File: config.mk
export PLATFORM = sky130hd
export DESIGN_NAME = ring_wake_detect
export DESIGN_NICKNAME = d
export VERILOG_FILES = /design/src/rtl/ring_wake_pkg.sv /design/src/rtl/ring_edge_sync.sv /design/src/rtl/ring_slot_timer.sv /design/src/rtl/ring_slot_history.sv /design/src/rtl/ring_wake_detect.sv
export SDC_FILE = /design/constraint.sdc
export NUM_CORES = 1
export LEC_CHECK = 0
export CELL_PAD_IN_SITES_DETAIL_PLACEMENT = 1
export CELL_PAD_IN_SITES_GLOBAL_PLACEMENT = 2
export CORE_UTILIZATION = 25
export DETAILED_ROUTE_END_ITERATION = 12
export DONT_BUFFER_PORTS = 1
export MAX_ROUTING_LAYER = met4
export PLACE_DENSITY_LB_ADDON = 0.05
export SYNTH_ARGS = -nofsm -noshare
export SYNTH_HDL_FRONTEND = slang
export SYNTH_HIERARCHICAL = 1
export SYNTH_SLANG_ARGS = --single-unit
File: constraint.sdc
create_clock -name clk -period 1.75 [get_ports clk]
set_input_delay 0.175 -clock clk [delete_from_list [all_inputs] [get_ports clk]]
set_output_delay 0.175 -clock clk [all_outputs]
set_load 0.01 [all_outputs]
File: src/rtl/ring_wake_pkg.sv
package ring_wake_pkg;
  typedef enum logic {
    DET_EDGE  = 1'b0,
    DET_TRAIN = 1'b1
  } det_mode_e;
endpackage

File: src/rtl/ring_edge_sync.sv
module ring_edge_sync #(
  parameter int SYNC_STAGES = 2
) (
  input  logic clk,
  input  logic rst,
  input  logic ring_n_i,
  output logic fall_o
);
  logic [SYNC_STAGES-1:0] sync_q;
  logic                   prev_q;

  // idle level of the ring line is high, so flops reset to 1
  always_ff @(posedge clk) begin
    if (rst) begin
      sync_q <= '1;
      prev_q <= 1'b1;
    end else begin
      sync_q <= {sync_q[SYNC_STAGES-2:0], ring_n_i};
      prev_q <= sync_q[SYNC_STAGES-1];
    end
  end

  assign fall_o = prev_q & ~sync_q[SYNC_STAGES-1];

  p_fall_single_r2: assert property (@(posedge clk) disable iff (rst)
    fall_o |=> !fall_o);
endmodule

File: src/rtl/ring_slot_timer.sv
module ring_slot_timer #(
  parameter int SLOT_CYCLES = 2048
) (
  input  logic clk,
  input  logic rst,
  output logic slot_end_o
);
  localparam int CNT_W = (SLOT_CYCLES > 2) ? $clog2(SLOT_CYCLES) : 1;
  localparam logic [CNT_W-1:0] LAST = CNT_W'(SLOT_CYCLES - 1);

  logic [CNT_W-1:0] cnt_q;

  always_ff @(posedge clk) begin
    if (rst)             cnt_q <= '0;
    else if (slot_end_o) cnt_q <= '0;
    else                 cnt_q <= cnt_q + 1'b1;
  end

  assign slot_end_o = (cnt_q == LAST);

  p_slot_wrap_r4: assert property (@(posedge clk) disable iff (rst)
    slot_end_o |=> (cnt_q == '0));
  p_slot_bound_r4: assert property (@(posedge clk) disable iff (rst)
    cnt_q <= LAST);
endmodule

File: src/rtl/ring_slot_history.sv
module ring_slot_history #(
  parameter int RUN_SLOTS = 3
) (
  input  logic clk,
  input  logic rst,
  input  logic fall_i,
  input  logic slot_end_i,
  output logic train_hit_o
);
  localparam int HIST_W = RUN_SLOTS + 1;
  // oldest slot empty, newest RUN_SLOTS slots occupied (bit 0 newest)
  localparam logic [HIST_W-1:0] TRAIN_PAT = {1'b0, {RUN_SLOTS{1'b1}}};

  logic              occ_q;
  logic              armed_q;
  logic [HIST_W-1:0] hist_q;
  logic              cur_occ;
  logic [HIST_W-1:0] next_hist;

  assign cur_occ     = occ_q | fall_i;
  assign next_hist   = {hist_q[HIST_W-2:0], cur_occ};
  assign train_hit_o = slot_end_i & armed_q & (next_hist == TRAIN_PAT);

  always_ff @(posedge clk) begin
    if (rst) begin
      occ_q   <= 1'b0;
      armed_q <= 1'b1;
      hist_q  <= '0;
    end else if (slot_end_i) begin
      occ_q  <= 1'b0;
      hist_q <= next_hist;
      if (train_hit_o)   armed_q <= 1'b0;
      else if (!cur_occ) armed_q <= 1'b1;
    end else if (fall_i) begin
      occ_q <= 1'b1;
    end
  end

  p_hit_on_boundary_r5: assert property (@(posedge clk) disable iff (rst)
    train_hit_o |-> slot_end_i);
  p_hit_disarms_r6: assert property (@(posedge clk) disable iff (rst)
    train_hit_o |=> !armed_q);
endmodule

File: src/rtl/ring_wake_detect.sv
module ring_wake_detect #(
  parameter int SLOT_CYCLES = 2048,
  parameter int SYNC_STAGES = 2,
  parameter int RUN_SLOTS   = 3
) (
  input  logic clk,
  input  logic rst,
  input  logic ring_n_i,
  input  logic mode_sel_i,
  output logic ring_evt_o
);
  import ring_wake_pkg::*;

  logic      fall;
  logic      slot_end;
  logic      train_hit;
  det_mode_e mode;
  logic      evt_q;

  assign mode = det_mode_e'(mode_sel_i);

  ring_edge_sync #(.SYNC_STAGES(SYNC_STAGES)) u_sync (
    .clk(clk), .rst(rst), .ring_n_i(ring_n_i), .fall_o(fall));

  ring_slot_timer #(.SLOT_CYCLES(SLOT_CYCLES)) u_timer (
    .clk(clk), .rst(rst), .slot_end_o(slot_end));

  ring_slot_history #(.RUN_SLOTS(RUN_SLOTS)) u_hist (
    .clk(clk), .rst(rst), .fall_i(fall), .slot_end_i(slot_end),
    .train_hit_o(train_hit));

  always_ff @(posedge clk) begin
    if (rst) evt_q <= 1'b0;
    else     evt_q <= (mode == DET_TRAIN) ? train_hit : fall;
  end

  assign ring_evt_o = evt_q;

  p_edge_latency_r3: assert property (@(posedge clk) disable iff (rst)
    (mode == DET_EDGE && fall) |=> ring_evt_o);
  p_train_aligned_r5: assert property (@(posedge clk) disable iff (rst)
    (ring_evt_o && $past(mode_sel_i)) |-> $past(slot_end));
  p_pulse_width_r10: assert property (@(posedge clk) disable iff (rst)
    (ring_evt_o && $stable(mode_sel_i)) |=> !ring_evt_o);
endmodule

Word level (Yosys, flattened, before mapping):

Cells that the tools add are included.

* divide/modulo/power cells: 0
* bitwise logic cells: 5
* equal/unequal tests: 3
* muxes and demuxes: 3
* $mul: 0
* reduce and logical (&&, ||, !) cells: 2
* magnitude comparators: 0
* add/sub/neg operators: 1
* shift-type cells: 0

Operators with widths (number)
* adder 11 x 1 -> 11 bit, second input constant: 1
* equality test 11 bit, second input constant: 1
* equality test 4 x 3 -> 1 bit, second input constant: 1
* AND 1 bit: 3
* two-way mux 1 bit: 3
* inequality test 2 bit, second input constant: 1
* AND reduction 2 bit: 1
* OR reduction 2 bit: 1
* inverter 1 bit: 1
* OR 1 bit: 1

* RAM bits: 0
* output and inout port bits: 1
* memories kept: 0
* flip-flop bits (word level): 20
* ROM bits: 0
* bits in latches: 0
* bits of input ports: 4
* word-level logic and storage cells: 21

Logic depth before layout (Yosys ltp):

Gate-level depths: netlist of run 1.

* depth after elaboration: 7
* mapped depth: 8
* mapped depth without buffers: 7

Modules after synthesis:

Netlist of run 1, hierarchy kept.

Modules (own cells, without submodules)
* ring_slot_timer: area each 496.7 um^2, seq. area each 220.2 um^2, times used 1, cells an instance 52
* ring_slot_history: area each 200.2 um^2, seq. area each 100.1 um^2, times used 1, cells an instance 17
* ring_edge_sync: area each 85.1 um^2, seq. area each 60.1 um^2, times used 1, cells an instance 7
* ring_wake_detect: area each 33.8 um^2, seq. area each 20.0 um^2, times used 1, cells an instance 3

Worst setup path before layout of run 1:

Ideal clock, no wire load.

* path kind: register to register
* from: reg u_timer.cnt_q[0]
* to: reg u_hist.armed_q
* arrival time: 1.637 ns
* period minus slack after synthesis: 1.758 ns
* stages on the path, launching flop included: 7
* path buffers: 1
* setup time: 0.122 ns
* path slack: -0.008 ns
* required time: 1.628 ns
* cell sequence: dfxtp_1 > ha_1 > nand3_4 > nor4_1 > buf_6 > nand4b_4 > a221o_1

* longest elaborated chain between the ends: 5
* elaborated cells on any way between the ends: 6
* those cells by class: eq/ne: 2; mux: 1; bitwise: 2; reduce/logical: 1

RTL lines
* from (decl): RTL line ring_slot_timer.sv:11 `logic [CNT_W-1:0] cnt_q;`
* from (signal assigned): RTL line ring_slot_timer.sv:16 `else cnt_q <= cnt_q + 1'b1;`
* equality test 11 bit (*): RTL line ring_slot_timer.sv:19 `assign slot_end_o = (cnt_q == LAST);`
* named net slot_end: RTL line ring_wake_detect.sv:15 `logic slot_end;`
* AND 1 bit (2 in series): RTL line ring_slot_history.sv:22 `assign train_hit_o = slot_end_i & armed_q & (next_hist == TRAIN_PAT);`
* inequality test 2 bit (no source line)
* AND reduction 2 bit (no source line)
* to (signal assigned): RTL line ring_slot_history.sv:27 `armed_q <= 1'b1;`
* to (signal assigned): RTL line ring_slot_history.sv:32 `if (train_hit_o) armed_q <= 1'b0;`
* to (signal assigned): RTL line ring_slot_history.sv:33 `else if (!cur_occ) armed_q <= 1'b1;`
* to (decl): RTL line ring_slot_history.sv:15 `logic armed_q;`

The timed path passes the listed nets; every way through them passes the cells marked *.
A chain may end at the register's enable or synchronous reset.

Worst setup path in the final report of run 1:

* from: reg u_timer.cnt_q[1]
* to: reg u_hist.armed_q

Same word-level chain as after synthesis.

==> results.sh, run 1 <==
export IMPL_synth_common_cells="dfxtp_1 (20), nor2_1 (10), a21oi_1 (6)"
export IMPL_power_density_nw_per_um2=885
export IMPL_setup_viol=0
export IMPL_drv_slew=0
export IMPL_dp_cells=128
export IMPL_die_x_microns=59.1
export IMPL_routedWlPerCell_microns=12.6
export IMPL_start_kind="flop"
export IMPL_drive_above_1_share=0.176
export IMPL_rsz0062_at_grt="false"
export IMPL_post_synth_top_count_cell="dfxtp_1"
export IMPL_critPathMaxFanout=3
export IMPL_post_cts_buffers=0
export IMPL_die_h_microns=59.1
export IMPL_synth_edff_count=0
export IMPL_rows=20
export IMPL_antenna_found_initial=0
export IMPL_peakVddDrop_v=0.000243
export IMPL_grt_pass1_wl_mm=2.88
export IMPL_ioPinCount=5
export IMPL_fillers=355
export IMPL_endpoint_kind="flop"
export IMPL_grt_usage=0.121
export IMPL_max_stage_delay_ps=380
export IMPL_drt_wl_total_mm=1.70
export IMPL_cp_cell_sequence="ha_1, nand3_4, nor4_4, nand4b_4, a221o_1"
export IMPL_cts_tree="built"
export IMPL_critical_path_class="reg2reg"
export IMPL_dieArea_sq_um=3500
export IMPL_p_seq_frac=0.529
export IMPL_startpoint="u_timer/cnt_q[1]$_SDFF_PP0_"
export IMPL_swShare=0.198
export IMPL_r2r_end="u_hist/armed_q$_SDFFE_PP1P_"
export IMPL_worstMarginPinSlew_ps=443
export IMPL_synth_top_cell_area_share=0.491
export IMPL_slew_headroom=0.704
export IMPL_p_int_uw=715
export IMPL_n_antenna_cell=0
export IMPL_drc=0
export IMPL_hpwlAfterDp_mm=1.20
export IMPL_nets=97
export IMPL_h_tree_depth=1
export IMPL_clk_pin_slew_worst_paths_ps=120
export IMPL_hold_end="u_timer/cnt_q[6]$_SDFF_PP0_"
export IMPL_p_sw_uw=176
export IMPL_cts_root_buf="clkbuf_4"
export IMPL_cts_buffers_inserted=3
export IMPL_io_buffer_count=0
export IMPL_fp_coreArea_sq_um=3080
export IMPL_clockBufferDepth=2
export IMPL_ys_seq_area_frac=0.491
export IMPL_synth_top_area_cell="dfxtp_1"
export IMPL_avgViaCountPerCell=4.55
export IMPL_status="complete, no violations"
export IMPL_cp_arrival_ps=1830
export IMPL_synth_ff_type="dfxtp_1"
export IMPL_tns_ps=0
export IMPL_reg2reg_slack_ps=120
export IMPL_syn_inst=79
export IMPL_hold_viol_final=0
export IMPL_clock_fmax_mhz=615
export IMPL_maxCapViolations=0
export IMPL_gp_congestion=0.651
export IMPL_dr_first_iter_drc_count=11
export IMPL_ys_types=27
export IMPL_holdCritStartpoint="rst"
export IMPL_grt_pass1_vias=599
export IMPL_slowest_stage="dfxtp_1"
export IMPL_fin_crit_sh=0.930
export IMPL_start_util=0.265
export IMPL_p_clk_frac=0.428
export IMPL_crit_required_ps=1960
export IMPL_synth_area_sq_um=816
export IMPL_numClockSinks=20
export IMPL_p_leak_nw=0.396
export IMPL_async_flop_share=0
export IMPL_synthTopCellsByArea="dfxtp_1 (49%), nor2_1 (4.6%), a21oi_1 (3.7%), mux2i_1 (3.7%), o31ai_1 (3.7%)"
export IMPL_vias=614
export IMPL_ant_nets=0
export IMPL_place_ws_ps=38.0
export IMPL_r2r_start="u_timer/cnt_q[1]$_SDFF_PP0_"
export IMPL_min_path_cells=4
export IMPL_fin_crit_ps=1630
export IMPL_p_comb_frac=0.042
export IMPL_grt_max_degree=13
export IMPL_clock_latency_ps=300
export IMPL_skew_ps=5.67
export IMPL_syn_nets=84
export IMPL_setup_slack_ps=123
export IMPL_finalNonFillerCells=135
export IMPL_worst_r2r_path_depth=5
export IMPL_yosys_warnings=6
export IMPL_areaGrowthSynthToFinish_pct=23.5
export IMPL_hold_path_class="in2reg"
export IMPL_synth_seq_cells=20
export IMPL_grt_overflow=0
export IMPL_avgSynthCellArea_sq_um=10.3
export IMPL_first_pass_iters=3
## placed cells by master, fill, tap and decap left out, types with 3 or more instances in the layout
cell and instances:
or4_1 4, inv_1 3, dlygate4sd3_1 3, dfxtp_1 20, nor2_1 10, a21oi_1 6, buf_4 6, o31ai_1 4
or2_1 3, clkbuf_4 3, mux2i_1 3, nand2_1 4
## flip-flops by register name, indices dropped and copies added, names as in the netlist
| signal | cells |
|---|---|
| u_hist/hist_q | 3 |
| u_hist/armed_q | 1 |
| u_timer/cnt_q | 11 |
| u_sync/prev_q | 1 |
| u_hist/occ_q | 1 |
| ring_evt_o | 1 |
| u_sync/sync_q | 2 |
## per-stage QoR
step	power (mW)	area, sq um	utilization	hold slack, ps
2_1_floorplan	0.502	822	-	244
3_3_place_gp	0.511	911	0.296	245
3_5_place_dp	0.512	911	0.296	249
4_1_cts	0.916	993	0.323	163
5_1_grt	0.939	1010	0.327	177
6_report	0.892	1010	0.327	185
## routing by layer
metal | part of all wire | routed length, microns | GRT usage
met5 | 0 | 0 | -
met2 | 0.45 | 761 | 0.175
met4 | 0.014 | 24 | 0.0510
met1 | 0.52 | 875 | 0.149
met3 | 0.022 | 37 | 0.0459
## power by group through the flow
stage                     combinational [mW]  sequential [mW]  clock (mW)
after global routing                  0.0419            0.474       0.423
after global placement                0.0292            0.482           0
after CTS                             0.0386            0.473       0.405
after floorplan                       0.0201            0.482           0
after detailed placement              0.0287            0.483           0
final                                 0.0379            0.472       0.382
## area by class of cell
| cell class | instances | area, sq um | share of cell area |
|---|---|---|---|
| Sequential cell | 20 | 400 | 0.398 |
| Tap cell | 44 | 55.1 | 0.0547 |
| Clock buffer | 3 | 22.5 | 0.0224 |
| Timing Repair Buffer | 9 | 75.1 | 0.0745 |
| Clock inverter | 1 | 30.0 | 0.0298 |
| Inverter | 3 | 11.3 | 0.0112 |
| Multi-Input combinational cell | 55 | 413 | 0.410 |
## worst max-delay path, delay by kind of cell (launching register included)
family          cells  cell delay, ps
simple gates        3             570
flops               1             380
fa+ha+maj           1             240
compound gates      1             350
## cell families after synthesis
logic type                 after synthesis  share of synthesized area
and+or+nand+nor                         33                      0.256
adders and majority gates                1                     0.0153
xor gates and xnor gates                 3                     0.0322
DFF                                     20                      0.491
muxes                                    3                     0.0368
buffers and inverters                    4                     0.0276
AOI/OAI and AO/OA                       15                      0.141
## worst max-delay path by stage
stage / slack (ps) / endpoint
3_5_place_dp: 40 / ring_evt_o$_SDFF_PP0_
2_1_floorplan: 40 / u_hist/armed_q$_SDFFE_PP1P_
5_1_grt: 3 / u_hist/hist_q[0]$_SDFFE_PP0P_
6_report: 120 / u_hist/armed_q$_SDFFE_PP1P_
4_1_cts: 20 / ring_evt_o$_SDFF_PP0_
3_3_place_gp: 50 / ring_evt_o$_SDFF_PP0_
## timing repair
action	4_1_cts	5_1_grt
endpoints found under the setup margin	0	5
hold endpoints to repair	12	0
gates resized for setup	0	2
hold buffers	3	0
(Power assumes the default switching activity.)
==> run 2, diff against run 1 <==
--- a/config.mk
+++ b/config.mk
@@ -10,6 +10,7 @@
 export CORE_UTILIZATION = 25
 export DETAILED_ROUTE_END_ITERATION = 12
 export DONT_BUFFER_PORTS = 1
+export GPL_TIMING_DRIVEN = 0
 export MAX_ROUTING_LAYER = met4
 export PLACE_DENSITY_LB_ADDON = 0.05
 export SYNTH_ARGS = -nofsm -noshare
==> results.sh, run 2 (synthesis gave the netlist of run 1 again) <==
export IMPL_regMostFlops="u_timer/cnt_q"
export IMPL_slowest_stage="dfxtp_2"
export IMPL_crit_required_ps=1960
export IMPL_fp_coreArea_sq_um=3080
export IMPL_grt_pass1_vias=623
export IMPL_reg_top3="u_timer/cnt_q: 11 flops, u_hist/hist_q: 3 flops, u_sync/sync_q: 2 flops"
export IMPL_regArea_sq_um=403
export IMPL_clk_pin_slew_worst_paths_ps=120
export IMPL_skew_ps=8.05
export IMPL_hpwlAfterDp_mm=1.09
export IMPL_hold_viol_final=0
export IMPL_tns_ps=0
export IMPL_gp_congestion=0.601
export IMPL_fin_area_sq_um=1020
export IMPL_dr_first_iter_drc_count=13
export IMPL_worst_r2r_path_depth=6
export IMPL_clockBufferDepth=2
export IMPL_vias=617
export IMPL_nets=95
export IMPL_first_pass_iters=3
export IMPL_fillers=357
export IMPL_hold_path_class="in2reg"
export IMPL_cts_root_buf="clkbuf_4"
export IMPL_cts_buffers_inserted=3
export IMPL_grt_max_degree=13
export IMPL_drt_wl_total_mm=1.60
export IMPL_clock_latency_ps=300
export IMPL_dieArea_sq_um=3500
export IMPL_critical_path_class="reg2reg"
export IMPL_largest_register_ffs=11
export IMPL_cts_tree="built"
export IMPL_h_tree_depth=1
export IMPL_wl_met2_microns=807
export IMPL_peakVddDrop_v=0.000457
export IMPL_routed_top_layer="met4"
export IMPL_final_cell_mix="dfxtp_1 (18), nor2_1 (10), a21oi_1 (6)"
export IMPL_multi_input_area_sq_um=423
export IMPL_fin_crit_ps=1640
export IMPL_grt_pass1_wl_mm=2.85
export IMPL_rsz0062_at_grt="false"
export IMPL_die_x_microns=59.1
export IMPL_cp_arrival_ps=1850
export IMPL_clock_fmax_mhz=609
export IMPL_areaGrowthSynthToFinish_pct=24.8
export IMPL_numClockSinks=20
export IMPL_endpoint_kind="flop"
export IMPL_start_util=0.265
export IMPL_drv_slew=0
export IMPL_start_kind="flop"
export IMPL_ioPinCount=5
export IMPL_ant_nets=0
export IMPL_p_leak_nw=0.395
export IMPL_die_h_microns=59.1
export IMPL_io_buffer_count=0
export IMPL_status="complete, no violations"
export IMPL_n_antenna_cell=0
export IMPL_worstMarginPinSlew_ps=552
export IMPL_max_stage_delay_ps=390
export IMPL_cp_cell_sequence="ha_4, nand3_4, nor4_4, buf_6, nand4b_4, a221o_1"
export IMPL_grt_overflow=0
export IMPL_antenna_found_initial=0
export IMPL_final_common_cell="dfxtp_1"
export IMPL_rows=20
export IMPL_slew_headroom=0.631
export IMPL_maxCapViolations=0
export IMPL_avgViaCountPerCell=4.64
export IMPL_min_path_cells=2
export IMPL_critPathMaxFanout=6
export IMPL_fin_crit_sh=0.938
export IMPL_drc=0
export IMPL_routedWlPerCell_microns=12.0
export IMPL_wl_met1_microns=730
export IMPL_dr_wl_met3_microns=49
export IMPL_power_density_nw_per_um2=873
export IMPL_setup_viol=0
export IMPL_placed_area_sq_um=877
export IMPL_drive_above_1_share=0.202
export IMPL_grt_usage=0.113
## run 2: cell types whose count changed in the layout (fill, tap and decap cells not counted), sizes merged
cell         change
dlygate4sd3      -1
buf              -1
## run 2: cell type report
cell class                      instances  area share
Tap cell                               44      0.0541
Buffer                                  1      0.0111
Sequential cell                        20       0.396
Inverter                                3      0.0111
Clock inverter                          1      0.0295
Timing Repair Buffer                    6      0.0614
Multi-Input combinational cell         55       0.415
Clock buffer                            3      0.0221
## run 2: what timing repair did
item                                   4_1_cts  5_1_grt
buffers inserted                             2        2
gates resized for setup                      3        3
hold buffers                                 2        0
endpoints found under the hold margin       12        0
pin swaps                                    0        1
setup endpoints to repair                    2       10
## run 2: final timing paths
kind,startpoint,to,slack (ps)
worst max-delay path,u_timer/cnt_q[0]$_SDFF_PP0_,u_hist/armed_q$_SDFFE_PP1P_,110
worst min-delay path,mode_sel_i,ring_evt_o$_SDFF_PP0_,20
worst max register to register,u_timer/cnt_q[0]$_SDFF_PP0_,u_hist/armed_q$_SDFFE_PP1P_,110
worst min register to register,u_sync/sync_q[0]$_SDFF_PP1_,u_sync/sync_q[1]$_SDFF_PP1_,430
## run 2: through the flow
stage / hold slack, ps / setup WS, ps / utilization / std cells / total power [mW]
after floorplan: 244 / 40.6 / - / 79 / 0.502
after global placement: 247 / -81.1 / 0.285 / 123 / 0.507
after detailed placement: 248 / -88.1 / 0.285 / 123 / 0.508
after CTS: 5.24 / 46.5 / 0.322 / 131 / 0.902
after global routing: 11.3 / 35.0 / 0.331 / 133 / 0.929
final: 20.1 / 109 / 0.331 / 133 / 0.889
## run 2: layer usage
metal  vias to the layer above  GRT usage
met4                         0     0.0306
met5                         -          -
li1                        308          -
met3                         2     0.0393
met1                       301      0.125
met2                         6      0.193
## run 2: critical path: cells and delay by family, from the launching register on
family                   cells  cell delay [ps]
flip-flops                   1              390
adder cells (fa/ha/maj)      1              160
AO/OA/AOI/OAI                1              340
buffers and inverters        1              160
AND/OR/NAND/NOR              3              490
## run 2: power by group
part	leakage, nW	switching [mW]	internal, mW
clock network	0.0279	0.148	0.232
registers	0.163	0.00979	0.466
logic	0.204	0.0170	0.0160
==> run 3, diff against run 2 <==
--- a/config.mk
+++ b/config.mk
@@ -13,6 +13,7 @@
 export GPL_TIMING_DRIVEN = 0
 export MAX_ROUTING_LAYER = met4
 export PLACE_DENSITY_LB_ADDON = 0.05
+export SKIP_CTS_REPAIR_TIMING = 1
 export SYNTH_ARGS = -nofsm -noshare
 export SYNTH_HDL_FRONTEND = slang
 export SYNTH_HIERARCHICAL = 1
==> constraint.sdc (replaced) <==
create_clock -name clk -period 1.8 [get_ports clk]
set_input_delay 0.18 -clock clk [delete_from_list [all_inputs] [get_ports clk]]
set_output_delay 0.18 -clock clk [all_outputs]
set_load 0.01 [all_outputs]
==> results.sh, run 3 (synthesis gave the netlist of run 1 again) <==
export IMPL_status="complete, no violations"
export IMPL_io_buffer_count=0
export IMPL_nets=97
export IMPL_first_pass_iters=4
export IMPL_p_leak_nw=0.396
export IMPL_start_util=0.265
export IMPL_cts_buffers_inserted=3
export IMPL_startpoint="u_timer/cnt_q[0]$_SDFF_PP0_"
export IMPL_regMostFlops="u_timer/cnt_q"
export IMPL_reg2reg_slack_ps=80
export IMPL_final_cell_mix="dfxtp_1 (18), nor2_1 (10), buf_4 (6), a21oi_1 (6)"
export IMPL_n_antenna_cell=0
export IMPL_dr_first_iter_drc_count=12
export IMPL_final_common_cell="dfxtp_1"
export IMPL_drt_wl_total_mm=1.71
export IMPL_maxCapViolations=0
export IMPL_ant_nets=0
export IMPL_hold_path_class="in2reg"
export IMPL_p_comb_frac=0.036
export IMPL_placed_area_sq_um=871
export IMPL_fin_area_sq_um=1010
export IMPL_p_total_uw=865
export IMPL_place_ws_ps=-147
export IMPL_clk_pin_slew_worst_paths_ps=130
export IMPL_r2r_start="u_timer/cnt_q[0]$_SDFF_PP0_"
export IMPL_p_clk_frac=0.431
export IMPL_reg_top3="u_timer/cnt_q: 11 flops, u_hist/hist_q: 3 flops, u_sync/sync_q: 2 flops"
export IMPL_die_h_microns=59.1
export IMPL_endpoint_kind="flop"
export IMPL_clock_latency_ps=300
export IMPL_ioPinCount=5
export IMPL_start_kind="flop"
export IMPL_grt_usage=0.114
export IMPL_drive_above_1_share=0.220
export IMPL_grt_pass1_wl_mm=2.80
export IMPL_setup_viol=0
export IMPL_p_seq_frac=0.533
export IMPL_multi_input_area_sq_um=415
export IMPL_largest_register_ffs=11
export IMPL_worstMarginPinSlew_ps=552
export IMPL_fin_crit_sh=0.954
export IMPL_avgViaCountPerCell=4.64
export IMPL_gp_congestion=0.648
export IMPL_crit_required_ps=2010
export IMPL_vias=626
export IMPL_grt_max_degree=14
export IMPL_drv_slew=0
export IMPL_grt_pass1_vias=603
export IMPL_dieArea_sq_um=3500
export IMPL_setup_worst_path_end="u_hist/armed_q$_SDFFE_PP1P_"
export IMPL_areaGrowthSynthToFinish_pct=24.2
export IMPL_peakVddDrop_v=0.000304
export IMPL_grt_overflow=0
export IMPL_cts_root_buf="clkbuf_4"
export IMPL_cts_tree="built"
export IMPL_swShare=0.199
export IMPL_fillers=353
export IMPL_fp_coreArea_sq_um=3080
export IMPL_antenna_found_initial=0
export IMPL_p_int_uw=693
export IMPL_drc=0
export IMPL_critPathMaxFanout=6
export IMPL_regArea_sq_um=403
export IMPL_power_density_nw_per_um2=853
export IMPL_hpwlAfterDp_mm=1.09
export IMPL_fin_crit_ps=1720
export IMPL_rows=20
export IMPL_p_sw_uw=172
export IMPL_numClockSinks=20
export IMPL_setup_slack_ps=83.3
export IMPL_die_x_microns=59.1
export IMPL_skew_ps=9.27
export IMPL_h_tree_depth=1
export IMPL_clockBufferDepth=2
export IMPL_hold_viol_final=0
export IMPL_routedWlPerCell_microns=12.6
export IMPL_worst_r2r_path_depth=6
export IMPL_r2r_end="u_hist/armed_q$_SDFFE_PP1P_"
export IMPL_critical_path_class="reg2reg"
export IMPL_final_util=0.329
export IMPL_clock_fmax_mhz=583
export IMPL_cp_arrival_ps=1930
export IMPL_slew_headroom=0.630
-- run 3: cell count changes in the layout (fill, tap and decap cells not counted), sizes merged --
cell / change
buf: +2
-- run 3: power by group through the flow --
stage	Clock, mW	Combinational (mW)	Sequential (mW)
after floorplan	0	0.0195	0.468
after global placement	0	0.0230	0.470
after detailed placement	0	0.0235	0.470
after CTS	0.393	0.0238	0.460
after global routing	0.400	0.0361	0.463
final	0.373	0.0309	0.461
-- run 3: layout make-up --
| class | instances | area share |
|---|---|---|
| Timing Repair Buffer | 8 | 0.0642 |
| Tap cell | 44 | 0.0543 |
| Clock inverter | 1 | 0.0296 |
| Clock buffer | 3 | 0.0222 |
| Sequential cell | 20 | 0.398 |
| Buffer | 1 | 0.0111 |
| Inverter | 3 | 0.0111 |
| Multi-Input combinational cell | 55 | 0.410 |
-- run 3: critical path, stage by stage, from the launching register on --
cell and delay, ps:
dfxtp_2 370, ha_2 220, nand3_4 130, nor4_4 290, buf_6 160, nand4b_4 110, a221o_1 350
-- run 3: metal layers --
metal  vias up  part of all wire  global-route usage
met5         -                 0                   -
met1       308              0.53               0.153
met2         3              0.45               0.151
met4         0             0.011              0.0612
li1        313                 -                   -
met3         2             0.018              0.0349
-- run 3: worst min path at each step --
stage	start	end	slack, ps	cells past startpoint
final	mode_sel_i	ring_evt_o$_SDFF_PP0_	30	2
after global placement	rst	u_timer/cnt_q[10]$_SDFF_PP0_	250	1
after CTS	rst	u_timer/cnt_q[10]$_SDFF_PP0_	-100	1
after global routing	mode_sel_i	ring_evt_o$_SDFF_PP0_	20	2
after floorplan	rst	u_timer/cnt_q[10]$_SDFF_PP0_	250	1
after detailed placement	rst	u_timer/cnt_q[8]$_SDFF_PP0_	250	1
-- run 3: through the flow --
stage	hold slack [ps]	setup TNS (ps)	instances
3_5_place_dp	254	-271	123
4_1_cts	-98.7	-294	127
3_3_place_gp	252	-221	123
6_report	26.6	0	135
2_1_floorplan	249	0	79
5_1_grt	22.0	-2.12	135
